<file path="src/rtl/wdt_pkg.sv">
package wdt_pkg;
  // register byte offsets
  localparam int OFS_CTRL = 0;
  localparam int OFS_CMD  = 4;
  localparam int OFS_TOV  = 8;
  localparam int OFS_WIN  = 12;

  // control word bit positions (software polls these)
  localparam int BIT_UPD = 5;
  localparam int BIT_EN  = 7;
  localparam int BIT_RCS = 10;
  localparam int BIT_ULK = 11;

  // key words written to the command register
  localparam logic [31:0] KEY_REF_A = 32'h0000_A602;
  localparam logic [31:0] KEY_REF_B = 32'h0000_B480;
  localparam logic [31:0] KEY_ULK_A = 32'h0000_C520;
  localparam logic [31:0] KEY_ULK_B = 32'h0000_D928;

  typedef enum logic [1:0] {
    SQ_IDLE = 2'd0,
    SQ_REF  = 2'd1,
    SQ_ULK  = 2'd2
  } seq_st_e;
endpackage

</file>
<file path="src/rtl/wdt_seq.sv">
module wdt_seq
  import wdt_pkg::*;
#(
  parameter int GAP = 16
) (
  input  logic        clk,
  input  logic        rst,
  input  logic        cmd_wr,
  input  logic [31:0] cmd_word,
  output logic        refresh_ok,
  output logic        unlock_ok,
  output logic        bad_word
);
  localparam int GW = $clog2(GAP + 1);

  seq_st_e         st_q;
  logic [GW-1:0]   gap_q;

  always_ff @(posedge clk) begin
    if (rst) begin
      st_q       <= SQ_IDLE;
      gap_q      <= '0;
      refresh_ok <= 1'b0;
      unlock_ok  <= 1'b0;
      bad_word   <= 1'b0;
    end else begin
      refresh_ok <= 1'b0;
      unlock_ok  <= 1'b0;
      bad_word   <= 1'b0;
      if (cmd_wr) begin
        st_q  <= SQ_IDLE;
        gap_q <= '0;
        case (st_q)
          SQ_IDLE: begin
            if (cmd_word == KEY_REF_A)      st_q <= SQ_REF;
            else if (cmd_word == KEY_ULK_A) st_q <= SQ_ULK;
            else                            bad_word <= 1'b1;
          end
          SQ_REF: begin
            if (cmd_word == KEY_REF_B) refresh_ok <= 1'b1;
            else                       bad_word   <= 1'b1;
          end
          SQ_ULK: begin
            if (cmd_word == KEY_ULK_B) unlock_ok <= 1'b1;
            else                       bad_word  <= 1'b1;
          end
          default: bad_word <= 1'b1;
        endcase
      end else if (st_q != SQ_IDLE) begin
        if (gap_q == GW'(GAP - 1)) begin
          st_q  <= SQ_IDLE;
          gap_q <= '0;
        end else begin
          gap_q <= gap_q + 1'b1;
        end
      end
    end
  end
endmodule

</file>
<file path="src/rtl/wdt_cfg.sv">
module wdt_cfg
  import wdt_pkg::*;
#(
  parameter int               CNT_W   = 16,
  parameter int               ULK_WIN = 128,
  parameter int               RECFG   = 2,
  parameter logic [CNT_W-1:0] TOV_RST = 'h400
) (
  input  logic             clk,
  input  logic             rst,
  input  logic             wr_ctrl,
  input  logic             wr_tov,
  input  logic             wr_win,
  input  logic [31:0]      wdata,
  input  logic             unlock_ok,
  output logic             en,
  output logic             upd,
  output logic [CNT_W-1:0] tov,
  output logic [CNT_W-1:0] win,
  output logic             unlocked,
  output logic             rcs,
  output logic             cfg_apply,
  output logic             pending
);
  localparam int UW = $clog2(ULK_WIN);
  localparam int RW = $clog2(RECFG + 1);

  logic          first_done;
  logic [UW-1:0] ulk_cnt;
  logic [RW-1:0] pend_cnt;
  logic          pend_en;
  logic          pend_upd;
  logic          open_w;

  assign open_w  = unlocked | (~upd & ~first_done);
  assign pending = (pend_cnt != '0);

  always_ff @(posedge clk) begin
    if (rst) begin
      en         <= 1'b1;
      upd        <= 1'b0;
      tov        <= TOV_RST;
      win        <= '0;
      unlocked   <= 1'b0;
      rcs        <= 1'b0;
      cfg_apply  <= 1'b0;
      first_done <= 1'b0;
      ulk_cnt    <= '0;
      pend_cnt   <= '0;
      pend_en    <= 1'b0;
      pend_upd   <= 1'b0;
    end else begin
      cfg_apply <= 1'b0;
      if (open_w && wr_tov) tov <= wdata[CNT_W-1:0];
      if (open_w && wr_win) win <= wdata[CNT_W-1:0];

      // staged control word lands after RECFG cycles
      if (pend_cnt != '0) begin
        pend_cnt <= pend_cnt - 1'b1;
        if (pend_cnt == RW'(1)) begin
          en        <= pend_en;
          upd       <= pend_upd;
          rcs       <= 1'b1;
          cfg_apply <= 1'b1;
        end
      end

      if (open_w && wr_ctrl) begin
        pend_en    <= wdata[BIT_EN];
        pend_upd   <= wdata[BIT_UPD];
        pend_cnt   <= RW'(RECFG);
        unlocked   <= 1'b0;
        first_done <= 1'b1;
        rcs        <= 1'b0;
        ulk_cnt    <= '0;
      end else if (unlock_ok && upd && pend_cnt == '0) begin
        unlocked <= 1'b1;
        ulk_cnt  <= '0;
        rcs      <= 1'b0;
      end else if (unlocked) begin
        if (ulk_cnt == UW'(ULK_WIN - 1)) begin
          unlocked <= 1'b0;
          rcs      <= 1'b0;
          ulk_cnt  <= '0;
        end else begin
          ulk_cnt <= ulk_cnt + 1'b1;
        end
      end
    end
  end
endmodule

</file>
<file path="src/rtl/wdt_cnt.sv">
module wdt_cnt #(
  parameter int CNT_W = 16
) (
  input  logic             clk,
  input  logic             rst,
  input  logic             en,
  input  logic [CNT_W-1:0] tov,
  input  logic [CNT_W-1:0] win,
  input  logic             refresh_ok,
  input  logic             bad_word,
  input  logic             cfg_apply,
  output logic [CNT_W-1:0] cnt,
  output logic             rst_req,
  output logic             tripped
);
  logic early_w;

  assign early_w = (win != '0) && (cnt < win);

  always_ff @(posedge clk) begin
    if (rst) begin
      cnt     <= '0;
      rst_req <= 1'b0;
      tripped <= 1'b0;
    end else begin
      rst_req <= 1'b0;
      if (!tripped) begin
        if (bad_word && en) begin
          rst_req <= 1'b1;
          tripped <= 1'b1;
        end else if (refresh_ok) begin
          if (en && early_w) begin
            rst_req <= 1'b1;
            tripped <= 1'b1;
          end else begin
            cnt <= '0;
          end
        end else if (cfg_apply) begin
          cnt <= '0;
        end else if (en) begin
          if (cnt == tov) begin
            rst_req <= 1'b1;
            tripped <= 1'b1;
          end else begin
            cnt <= cnt + 1'b1;
          end
        end
      end
    end
  end
endmodule

</file>
<file path="src/rtl/wdt_seqlock.sv">
module wdt_seqlock
  import wdt_pkg::*;
#(
  parameter int               ADDR_W    = 4,
  parameter int               CNT_W     = 16,
  parameter int               GAP_CYC   = 16,
  parameter int               ULK_CYC   = 128,
  parameter int               RECFG_CYC = 2,
  parameter logic [CNT_W-1:0] TOV_RST   = 'h400
) (
  input  logic              clk,
  input  logic              rst,
  input  logic              bus_wr,
  input  logic              bus_rd,
  input  logic [ADDR_W-1:0] bus_addr,
  input  logic [31:0]       bus_wdata,
  output logic [31:0]       bus_rdata,
  output logic              rst_req
);
  logic sel_ctrl, sel_cmd, sel_tov, sel_win;
  logic refresh_ok, unlock_ok, bad_word;
  logic cfg_en, cfg_upd, cfg_ulk, cfg_rcs, cfg_apply, cfg_pend;
  logic [CNT_W-1:0] cfg_tov, cfg_win, cnt_val;
  logic cnt_trip;
  logic [31:0] ctrl_word;

  assign sel_ctrl = (bus_addr == ADDR_W'(OFS_CTRL));
  assign sel_cmd  = (bus_addr == ADDR_W'(OFS_CMD));
  assign sel_tov  = (bus_addr == ADDR_W'(OFS_TOV));
  assign sel_win  = (bus_addr == ADDR_W'(OFS_WIN));

  wdt_seq #(.GAP(GAP_CYC)) seq_i (
    .clk       (clk),
    .rst       (rst),
    .cmd_wr    (bus_wr & sel_cmd),
    .cmd_word  (bus_wdata),
    .refresh_ok(refresh_ok),
    .unlock_ok (unlock_ok),
    .bad_word  (bad_word)
  );

  wdt_cfg #(
    .CNT_W  (CNT_W),
    .ULK_WIN(ULK_CYC),
    .RECFG  (RECFG_CYC),
    .TOV_RST(TOV_RST)
  ) cfg_i (
    .clk      (clk),
    .rst      (rst),
    .wr_ctrl  (bus_wr & sel_ctrl),
    .wr_tov   (bus_wr & sel_tov),
    .wr_win   (bus_wr & sel_win),
    .wdata    (bus_wdata),
    .unlock_ok(unlock_ok),
    .en       (cfg_en),
    .upd      (cfg_upd),
    .tov      (cfg_tov),
    .win      (cfg_win),
    .unlocked (cfg_ulk),
    .rcs      (cfg_rcs),
    .cfg_apply(cfg_apply),
    .pending  (cfg_pend)
  );

  wdt_cnt #(.CNT_W(CNT_W)) cnt_i (
    .clk       (clk),
    .rst       (rst),
    .en        (cfg_en),
    .tov       (cfg_tov),
    .win       (cfg_win),
    .refresh_ok(refresh_ok),
    .bad_word  (bad_word),
    .cfg_apply (cfg_apply),
    .cnt       (cnt_val),
    .rst_req   (rst_req),
    .tripped   (cnt_trip)
  );

  always_comb begin
    ctrl_word          = '0;
    ctrl_word[BIT_EN]  = cfg_en;
    ctrl_word[BIT_UPD] = cfg_upd;
    ctrl_word[BIT_RCS] = cfg_rcs;
    ctrl_word[BIT_ULK] = cfg_ulk;
  end

  always_ff @(posedge clk) begin
    if (rst) begin
      bus_rdata <= '0;
    end else if (bus_rd) begin
      bus_rdata <= '0;
      if (sel_ctrl)     bus_rdata <= ctrl_word;
      else if (sel_cmd) bus_rdata <= 32'(cnt_val);
      else if (sel_tov) bus_rdata <= 32'(cfg_tov);
      else if (sel_win) bus_rdata <= 32'(cfg_win);
    end
  end
endmodule

</file>
<file path="config.mk">
export PLATFORM = sky130hd
export DESIGN_NAME = wdt_seqlock
export DESIGN_NICKNAME = d
export VERILOG_FILES = /design/src/rtl/wdt_pkg.sv /design/src/rtl/wdt_seq.sv /design/src/rtl/wdt_cfg.sv /design/src/rtl/wdt_cnt.sv /design/src/rtl/wdt_seqlock.sv
export SDC_FILE = /design/constraint.sdc
export NUM_CORES = 1
export LEC_CHECK = 0
export ABC_CLOCK_PERIOD_IN_PS = 2500
export BUFFER_PORTS_ARGS = -buffer_cell sky130_fd_sc_hd__buf_2
export CAP_MARGIN = 20
export CORE_ASPECT_RATIO = 0.75
export CORE_MARGIN = 2
export CORE_UTILIZATION = 40
export DETAILED_ROUTE_END_ITERATION = 7
export PLACE_DENSITY = 0.58
export SLEW_MARGIN = 20
export SYNTH_ARGS = -nofsm -noshare
export SYNTH_HDL_FRONTEND = slang
export SYNTH_SLANG_ARGS = --single-unit
</file>
<file path="constraint.sdc">
create_clock -name clk -period 2.5 [get_ports clk]
set_input_delay 0.125 -clock clk [delete_from_list [all_inputs] [get_ports clk]]
set_output_delay 0.125 -clock clk [all_outputs]
set_load 0.01 [all_outputs]
</file>
==> impl_metrics.yaml, run 1 <==
worst_setup_path:
  max_stage_delay_ns: 0.43
  path_cells: "inv_1 -> ha_1 -> nand4_1 -> or3_4 -> o22ai_1 -> nor4_4 -> buf_4 -> o311ai_2 -> o31ai_1"
  start_kind: "flop"
  slowest_stage: "or3_4"
  critPathMaxFanout: 15
  crit_arrival_ns: 2.58
  endpoint_kind: "flop"
  worst-r2r-setup-slack_ns: 0.14
  required_ns: 2.71
  critPathKind: "flop to flop"
yosys:
  ys.flop_type: "dfxtp_1"
  synth.top_cell.area_share_pct: 36.98
  synth_area_um2: 5035
  synth_area_per_cell_um2: 8.519
  synth_warnings: 0
  ys_ff_latch: 93
  syn_inst: 591
  synth_cell_types: 64
  synth_edf_count: 0
  synthArstFlopShare_pct: 0
  synth.largest_area_cell: "dfxtp_1"
  synth-seq-area-share_pct: 36.98
  synthTopCellsByArea: "dfxtp_1 (37%), mux2i_1 (7.6%), nor2_1 (6.4%)"
timing:
  whs_ns: 0.04367
  fin_skew_ns: 0.005009
  fin_crit_ns: 2.364
  grt_setup_unrepaired: "false"
  finalSetupViolCount: 0
  fmax_ghz: 0.4229
  fin_crit_sh_pct: 94.58
  drv_slew: 0
  tightest_slew_ns: 0.5925
  max_slew_margin_pct: 60.50
  hold_viol: 0
global_routing:
  overflow: 0
  antenna_found_initial: 0
  grt_pass1_vias: 4342
  globalRouteTotalUtil_pct: 23.38
  grt_max_degree: 51
  grt_pass1_wl_um: 24210
power_and_ir_drop:
  p_sw_uw: 793.0
  p_per_area_nw_per_um2: 562.4
  p_seq_share_pct: 45.9
  p_int_uw: 2520
  swShare_pct: 23.94
  clkPwrFrac_pct: 45.0
  vdd_drop_max_mv: 0.3783
  p_leak_uw: 0.002665
  power_frac_comb_pct: 9.1
die:
  die_x_um: 133.6
  io_pins: 73
  core_um2: 12260
  dieArea_um2: 13510
  start_util_pct: 41.06
  rows: 35
  die_h_um: 101.2
placement:
  gp_congestion: 0.9574
  placed_area_um2: 5540
  hpwl_um: 11430
  io_buffer_count: 56
clock_network:
  numCtsBuffers: 9
  holdBufCountCts: 0
  clk_path_buf_depth: 2
  root_buffer: "clkbuf_16"
  cts_sinks: 93
  htree_levels: 3
  cts_tree: "yes"
  path_clk_slew_ns: 0.07
  post_cts_buffers: 0
  clock_latency_ns: 0.35
routing:
  wl_um: 15190
  ant_nets: 0
  vias_per_cell: 5.607
  drt_iter0_markers: 472
  vias: 4626
  drc_errors: 0
  routedWlPerCell_um: 18.41
  drt-pass1-iter-count: 5
worst_hold_path:
  hold_path_class: "input port to flop"
final_layout:
  design_area_um2: 5891
  post-route-util_pct: 48.04
  syn2layout_area_growth_pct: 17.00
  antennaDiodeCount: 0
  drive_above_1_share_pct: 20.64
  final_nets: 713
run_status:
  status: "completed"
job:
  drv_cap: 0
-- registers in the layout, summed over array words and instances, names as in the netlist --
| name | count |
|---|---|
| seq_i.gap_q | 5 |
| cnt_i.tripped | 1 |
| cfg_i.win | 16 |
| cfg_i.tov | 16 |
| cnt_i.cnt | 16 |
| cfg_i.first_done | 1 |
| cfg_i.ulk_cnt | 7 |
| cfg_i.pend_upd | 1 |
| cfg_i.pend_cnt | 2 |
| cfg_i.unlocked | 1 |
| seq_i.bad_word | 1 |
| cfg_i.rcs | 1 |
| cfg_i.en | 1 |
| bus_rdata | 16 |
| seq_i.refresh_ok | 1 |
| seq_i.unlock_ok | 1 |
| cfg_i.pend_en | 1 |
| cfg_i.upd | 1 |
| cnt_i.rst_req | 1 |
| cfg_i.cfg_apply | 1 |
| seq_i.st_q | 2 |
-- final cells by class --
cell class / instances / area [um2]
clock buffer: 12 / 246.5
clock inverter: 3 / 68.82
fill: 1173 / 6371
inverter: 26 / 97.59
multi-input combinational: 439 / 2898
sequential: 93 / 1867
tap: 166 / 207.7
timing repair buffer: 86 / 505.5
-- power groups by stage --
stage | Sequential [uW] | Combinational (uW) | Clock [uW]
after global placement | 1550 | 292 | 0
final | 1520 | 303 | 1490
after CTS | 1520 | 297 | 1510
after floorplan | 1560 | 193 | 0
after global routing | 1520 | 330 | 1570
after detailed placement | 1550 | 296 | 0
-- final timing paths --
check	start	to	cells after the start
min	bus_wdata[6]	cfg_i.win[6]	3
max	cfg_i.win[13]	cnt_i.cnt[12]	9
max reg2reg	cfg_i.win[13]	cnt_i.cnt[12]	9
min reg2reg	cfg_i.first_done	cfg_i.first_done	2
-- through the flow --
stage | cells | worst slack, ns | TNS [ns] | power [uW]
3_3_place_gp | 810 | 0.08208 | 0 | 1845
2_1_floorplan | 606 | 0.3076 | 0 | 1749
3_5_place_dp | 810 | -0.01038 | -0.01038 | 1849
6_report | 825 | 0.1356 | 0 | 3313
4_1_cts | 825 | 0.01618 | 0 | 3327
5_1_grt | 825 | 0.006458 | 0 | 3420
-- what timing repair did --
action	CTS	global route
gates resized for setup	2	9
pin swaps	0	1
setup endpoints to repair	2	12
-- kinds of logic (layout without fill, tap and decap cells) --
| logic type | after synthesis | in the layout | share of synthesized area [%] |
|---|---|---|---|
| buf+inv | 74 | 127 | 7.182 |
| mux | 54 | 54 | 11.13 |
| simple gates | 218 | 218 | 21.37 |
| xor+xnor | 22 | 22 | 3.827 |
| other cells | 1 | 16 | 0.07448 |
| compound gates | 111 | 111 | 14.96 |
| flops | 93 | 93 | 36.98 |
| fa+ha+maj | 18 | 18 | 4.473 |
-- metal layers --
layer	vias up	global-route usage (%)	wire length [um]
li1	2211	-	-
met1	2206	35.58	7481
met2	192	33.27	6141
met3	17	5.405	1368
met4	0	5.565	193
met5	-	0	0
-- critical path, delay by kind of cell, from the launching register on --
| family | cells | cell delay (ns) |
|---|---|---|
| AND/OR/NAND/NOR | 3 | 0.64 |
| AO/OA/AOI/OAI | 3 | 0.67 |
| buffers and inverters | 2 | 0.27 |
| adder cells (fa/ha/maj) | 1 | 0.29 |
| flip-flops | 1 | 0.36 |
-- cell usage after synthesis, types with 2 or more instances --
cell type,instances
a211oi_1,3
a21oi_1,37
a221oi_1,4
a22o_1,4
a31oi_1,4
and2_1,4
and3_1,5
and4b_1,2
buf_2,12
buf_4,16
clkbuf_1,18
dfxtp_1,93
ha_1,18
inv_1,26
mux2_2,16
mux2i_1,38
nand2_1,39
nand2b_1,6
nand3_1,14
nand4_1,12
nand4b_1,4
nor2_1,86
nor3_1,14
nor4_1,12
o21a_1,4
o21ai_0,16
o21ai_1,4
o22ai_1,2
o311ai_0,4
o311ai_1,8
o31ai_1,8
or2_2,4
or3_1,3
xnor2_1,3
xor2_1,19
-- cells in the final DEF, fill, tap and decap left out, types with 5 or more instances in the layout --
cell type and count:
buf_4 30, nand3_1 14, nand4_1 12, inv_1 26
nand2_1 39, a21oi_1 37, nor3_1 14, buf_2 56
conb_1 16, dfxtp_1 89, xor2_1 19, nand2b_1 6
ha_1 18, nor4_1 12, clkbuf_16 9, mux2_2 16
nor2_1 86, mux2i_1 38, and3_1 5, o31ai_1 8
o21ai_0 16, o311ai_1 7
Power figures use the tool's default switching activity.
==> run 2, diff against run 1 <==
- RECOVER_POWER: default -> 25
==> impl_metrics.yaml, run 2 (same netlist as run 1, synthesis figures left out) <==
run_status:
  status: "completed"
worst_setup_path:
  reg2reg_from: "cfg_i.win[13]"
  rr_worst_depth: 9
  worst-r2r-setup-slack_ns: 0.11
  reg2reg_to: "cnt_i.cnt[12]"
  path_cells: "inv_1 -> ha_1 -> nand4_1 -> or3_4 -> o22ai_1 -> nor4_4 -> buf_4 -> o311ai_2 -> o31ai_1"
  max_stage_delay_ns: 0.43
  critPathKind: "flop to flop"
  endpoint_kind: "flop"
  required_ns: 2.71
  crit_arrival_ns: 2.60
  start_kind: "flop"
  critPathMaxFanout: 15
  slowest_stage: "or3_4"
die:
  die_h_um: 101.2
  io_pins: 73
  start_util_pct: 41.06
  rows: 35
  dieArea_um2: 13510
  die_x_um: 133.6
  core_um2: 12260
global_routing:
  antenna_found_initial: 0
  globalRouteTotalUtil_pct: 23.38
  overflow: 0
  grt_max_degree: 51
  grt_pass1_wl_um: 24210
  grt_pass1_vias: 4342
placement:
  hpwl_um: 11430
  dp.cells: 810
  gp_congestion: 0.9574
  io_buffer_count: 56
clock_network:
  cts_tree: "yes"
  htree_levels: 3
  clk_path_buf_depth: 2
  clock_latency_ns: 0.35
  root_buffer: "clkbuf_16"
  numCtsBuffers: 9
  path_clk_slew_ns: 0.07
  cts_sinks: 93
routing:
  routedWlPerCell_um: 18.50
  drt_iter0_markers: 386
  drc_errors: 0
  drt-pass1-iter-count: 5
  ant_nets: 0
  vias_per_cell: 5.659
  wl_um: 15270
  vias: 4669
timing:
  fin_crit_sh_pct: 95.42
  fmax_ghz: 0.4192
  max_slew_margin_pct: 48.73
  finalSetupViolCount: 0
  grt_setup_unrepaired: "false"
  tightest_slew_ns: 0.7690
  fin_skew_ns: 0.005545
  drv_slew: 0
  whs_ns: 0.04950
  hold_viol: 0
  fin_crit_ns: 2.385
worst_hold_path:
  hold_path_class: "input port to flop"
  hold_depth: 3
  hold_start: "bus_wdata[4]"
  hold_end: "cfg_i.tov[4]"
final_layout:
  final_cell_mix: "dfxtp_1 (89), nor2_1 (86), nand2_1 (39)"
  finalNonFillerCells: 825
  syn2layout_area_growth_pct: 16.35
  final_nets: 713
  drive_above_1_share_pct: 17.45
  final_common_cell: "dfxtp_1"
  antennaDiodeCount: 0
job:
  drv_cap: 0
power_and_ir_drop:
  p_per_area_nw_per_um2: 565.2
  p_leak_uw: 0.002587
  vdd_drop_max_mv: 0.3761
==> run 2: repair_timing <==
| action | 4_1_cts | 5_1_grt |
|---|---|---|
| pin swaps | 0 | 1 |
| endpoints found under the setup margin | 2 | 12 |
| setup buffers | 0 | 0 |
| gates cloned | 0 | 0 |
| hold buffers | 0 | 0 |
| resized for setup | 2 | 9 |
==> run 2: per-layer routing <==
metal  up-vias  routed length (um)  GRT usage, %
li1       2207                   -             -
met4         0                 207         5.565
met1      2230                7558         35.58
met3        19                1333         5.405
met2       213                6166         33.27
met5         -                   0             0
==> run 2: how the worst max path moves through the flow <==
| stage | from | endpoint | slack (ns) | depth (start not counted) |
|---|---|---|---|---|
| global placement | cfg_i.win[13] | cnt_i.cnt[3] | 0.08 | 9 |
| CTS | cfg_i.win[13] | cnt_i.cnt[12] | 0.02 | 9 |
| global route | cfg_i.win[13] | cnt_i.cnt[12] | 0.006 | 9 |
| detailed placement | cfg_i.win[13] | cnt_i.cnt[3] | -0.01 | 9 |
| floorplan | cfg_i.win[15] | cnt_i.cnt[10] | 0.31 | 9 |
| finish | cfg_i.win[13] | cnt_i.cnt[12] | 0.11 | 9 |
==> run 2: final cells by class <==
class                   instances  area (um2)
flip-flops and latches         93        1867
inverters                      26       97.59
clock inverters                 3       68.82
clock buffers                  12       246.5
fillers                      1184        6404
well taps                     166       207.7
repair buffers                 86       483.0
multi-input cells             439        2888
==> run 2: worst max-delay path, delay by kind of cell, from the launching register on <==
kind / cells / cell delay (ns)
buffers and inverters: 2 / 0.27
AOI/OAI and AO/OA: 3 / 0.68
DFF: 1 / 0.36
adders and majority gates: 1 / 0.29
and+or+nand+nor: 3 / 0.65
==> run 2: where the power goes <==
part           total [uW]  switching [uW]  internal [uW]
clock network        1490             587            903
registers            1520            18.5           1500
logic                 301             188            113
total                3310             793           2520
==> run 2: per-stage QoR <==
stage	TNS (ns)	utilization, %	cell area [um2]	setup slack, ns	total power (uW)
finish	0	47.78	5858	0.1146	3311
global route	0	47.78	5858	0.006458	3417
CTS	0	47.82	5863	0.01618	3327
detailed placement	-0.01038	45.18	5540	-0.01038	1849
global placement	0	45.18	5540	0.08208	1845
floorplan	0	-	5091	0.3076	1749
==> run 3, diff against run 2 <==
- GPL_TIMING_DRIVEN: default -> 1
- SYNTH_HIERARCHICAL: default -> 1
==> impl_metrics.yaml, run 3 <==
run_status:
  status: "completed"
routing:
  ant_nets: 0
  vias: 4866
  drc_errors: 0
  routedWlPerCell_um: 17.65
  wl_um: 14930
  drt_iter0_markers: 317
  drt-pass1-iter-count: 5
  vias_per_cell: 5.752
timing:
  fin_crit_sh_pct: 96.58
  tightest_slew_ns: 1.081
  fin_crit_ns: 2.414
  finalSetupViolCount: 0
  hold_viol: 0
  drv_slew: 0
  max_slew_margin_pct: 27.93
  whs_ns: 0.05460
  fin_skew_ns: 0.007535
  fmax_ghz: 0.4142
  setup_ws_ns: 0.08560
worst_setup_path:
  endpoint_kind: "flop"
  crit_arrival_ns: 2.71
  critPathMaxFanout: 6
  reg2reg_to: "cnt_i/cnt[5]"
  start_kind: "flop"
  required_ns: 2.80
  reg2reg_from: "cfg_i/win[5]"
  rr_worst_depth: 9
  startpoint: "cfg_i/win[5]"
  critPathKind: "flop to flop"
  worst-r2r-setup-slack_ns: 0.09
clock_network:
  numCtsBuffers: 9
  clk_path_buf_depth: 2
  root_buffer: "clkbuf_16"
  cts_sinks: 93
  clock_latency_ns: 0.35
  cts_tree: "yes"
  htree_levels: 3
  path_clk_slew_ns: 0.07
final_layout:
  final_common_cell: "dfxtp_1"
  syn2layout_area_growth_pct: 14.93
  finalNonFillerCells: 846
  post-route-util_pct: 47.63
  final_cell_mix: "dfxtp_1 (89), nor2_1 (65), a21oi_1 (54)"
  final_nets: 732
  drive_above_1_share_pct: 16.64
  design_area_um2: 5903
die:
  start_util_pct: 41.44
  die_x_um: 134.8
  dieArea_um2: 13770
  rows: 35
  die_h_um: 102.1
  io_pins: 73
  core_um2: 12390
power_and_ir_drop:
  p_leak_uw: 0.002322
  p_per_area_nw_per_um2: 558.9
  swShare_pct: 26.53
  power_frac_comb_pct: 9.5
  p_seq_share_pct: 46.4
  p_sw_uw: 875.4
  clkPwrFrac_pct: 44.1
  p_int_uw: 2424
  vdd_drop_max_mv: 0.4001
placement:
  placed_area_um2: 5532
  dp.cells: 825
  io_buffer_count: 56
  gp_congestion: 1.020
  hpwl_um: 11110
  place_ws_ns: 0.05509
worst_hold_path:
  hold_start: "bus_wdata[2]"
  hold_path_class: "input port to flop"
  hold_end: "cfg_i/tov[2]"
  hold_depth: 3
yosys:
  syn_inst: 614
  synth_area_per_cell_um2: 8.365
  synth_area_um2: 5136
  synth_warnings: 6
global_routing:
  globalRouteTotalUtil_pct: 21.99
  grt_pass1_wl_um: 23260
  overflow: 0
  grt_max_degree: 36
  antenna_found_initial: 0
  grt_pass1_vias: 4367
job:
  drv_cap: 0
## run 3: per-stage QoR
stage | TNS (ns) | power, uW
finish | 0 | 3299
global route | -0.03311 | 3418
CTS | 0 | 3303
detailed placement | 0 | 1868
global placement | 0 | 1863
floorplan | 0 | 1759
## run 3: layout make-up
| cell class | count | area, um2 |
|---|---|---|
| fillers | 1207 | 6490 |
| multi-input cells | 460 | 2924 |
| clock inverters | 7 | 87.58 |
| well taps | 166 | 207.7 |
| diodes | 1 | 2.502 |
| clock buffers | 9 | 225.2 |
| repair buffers | 83 | 485.5 |
| inverters | 27 | 101.3 |
| flip-flops and latches | 93 | 1869 |
## run 3: critical path, cell delays in order (launching register included)
cell and delay, ns:
dfxtp_2 0.36, inv_1 0.05, ha_1 0.31, and3_4 0.17
a221oi_2 0.24, o21ai_1 0.12, a2111o_1 0.52, a31oi_4 0.26
clkbuf_16 0.20, a221o_2 0.13
## run 3: repair_timing
item                       CTS  global route
setup buffers                0             3
gates resized for setup      0             8
setup endpoints to repair    0            13
hold buffers                 0             0
## run 3: power by group through the flow
| stage | registers, uW | clock network, uW | logic, uW |
|---|---|---|---|
| 2_1_floorplan | 1560 | 0 | 197 |
| 3_3_place_gp | 1570 | 0 | 297 |
| 3_5_place_dp | 1570 | 0 | 301 |
| 4_1_cts | 1530 | 1470 | 302 |
| 5_1_grt | 1530 | 1540 | 344 |
| 6_report | 1530 | 1460 | 312 |
## run 3: worst max path at each step
stage,to,slack [ns],cells past startpoint
2_1_floorplan,cnt_i/cnt[3],0.36,9
3_3_place_gp,cnt_i/cnt[15],0.15,8
3_5_place_dp,cnt_i/cnt[11],0.06,8
4_1_cts,cnt_i/cnt[11],0.03,8
5_1_grt,cnt_i/cnt[7],-0.01,9
6_report,cnt_i/cnt[5],0.09,9
## run 3: layer usage
layer  track usage (%)  part of all wire [%]  up-vias  wire length [um]
li1                  -                     -     2331                 -
met1             31.98                    50     2312              7423
met2             31.55                    41      195              6095
met3             5.308                   7.4       28              1106
met4             7.935                   2.0        0               305
met5                 0                     0        -                 0
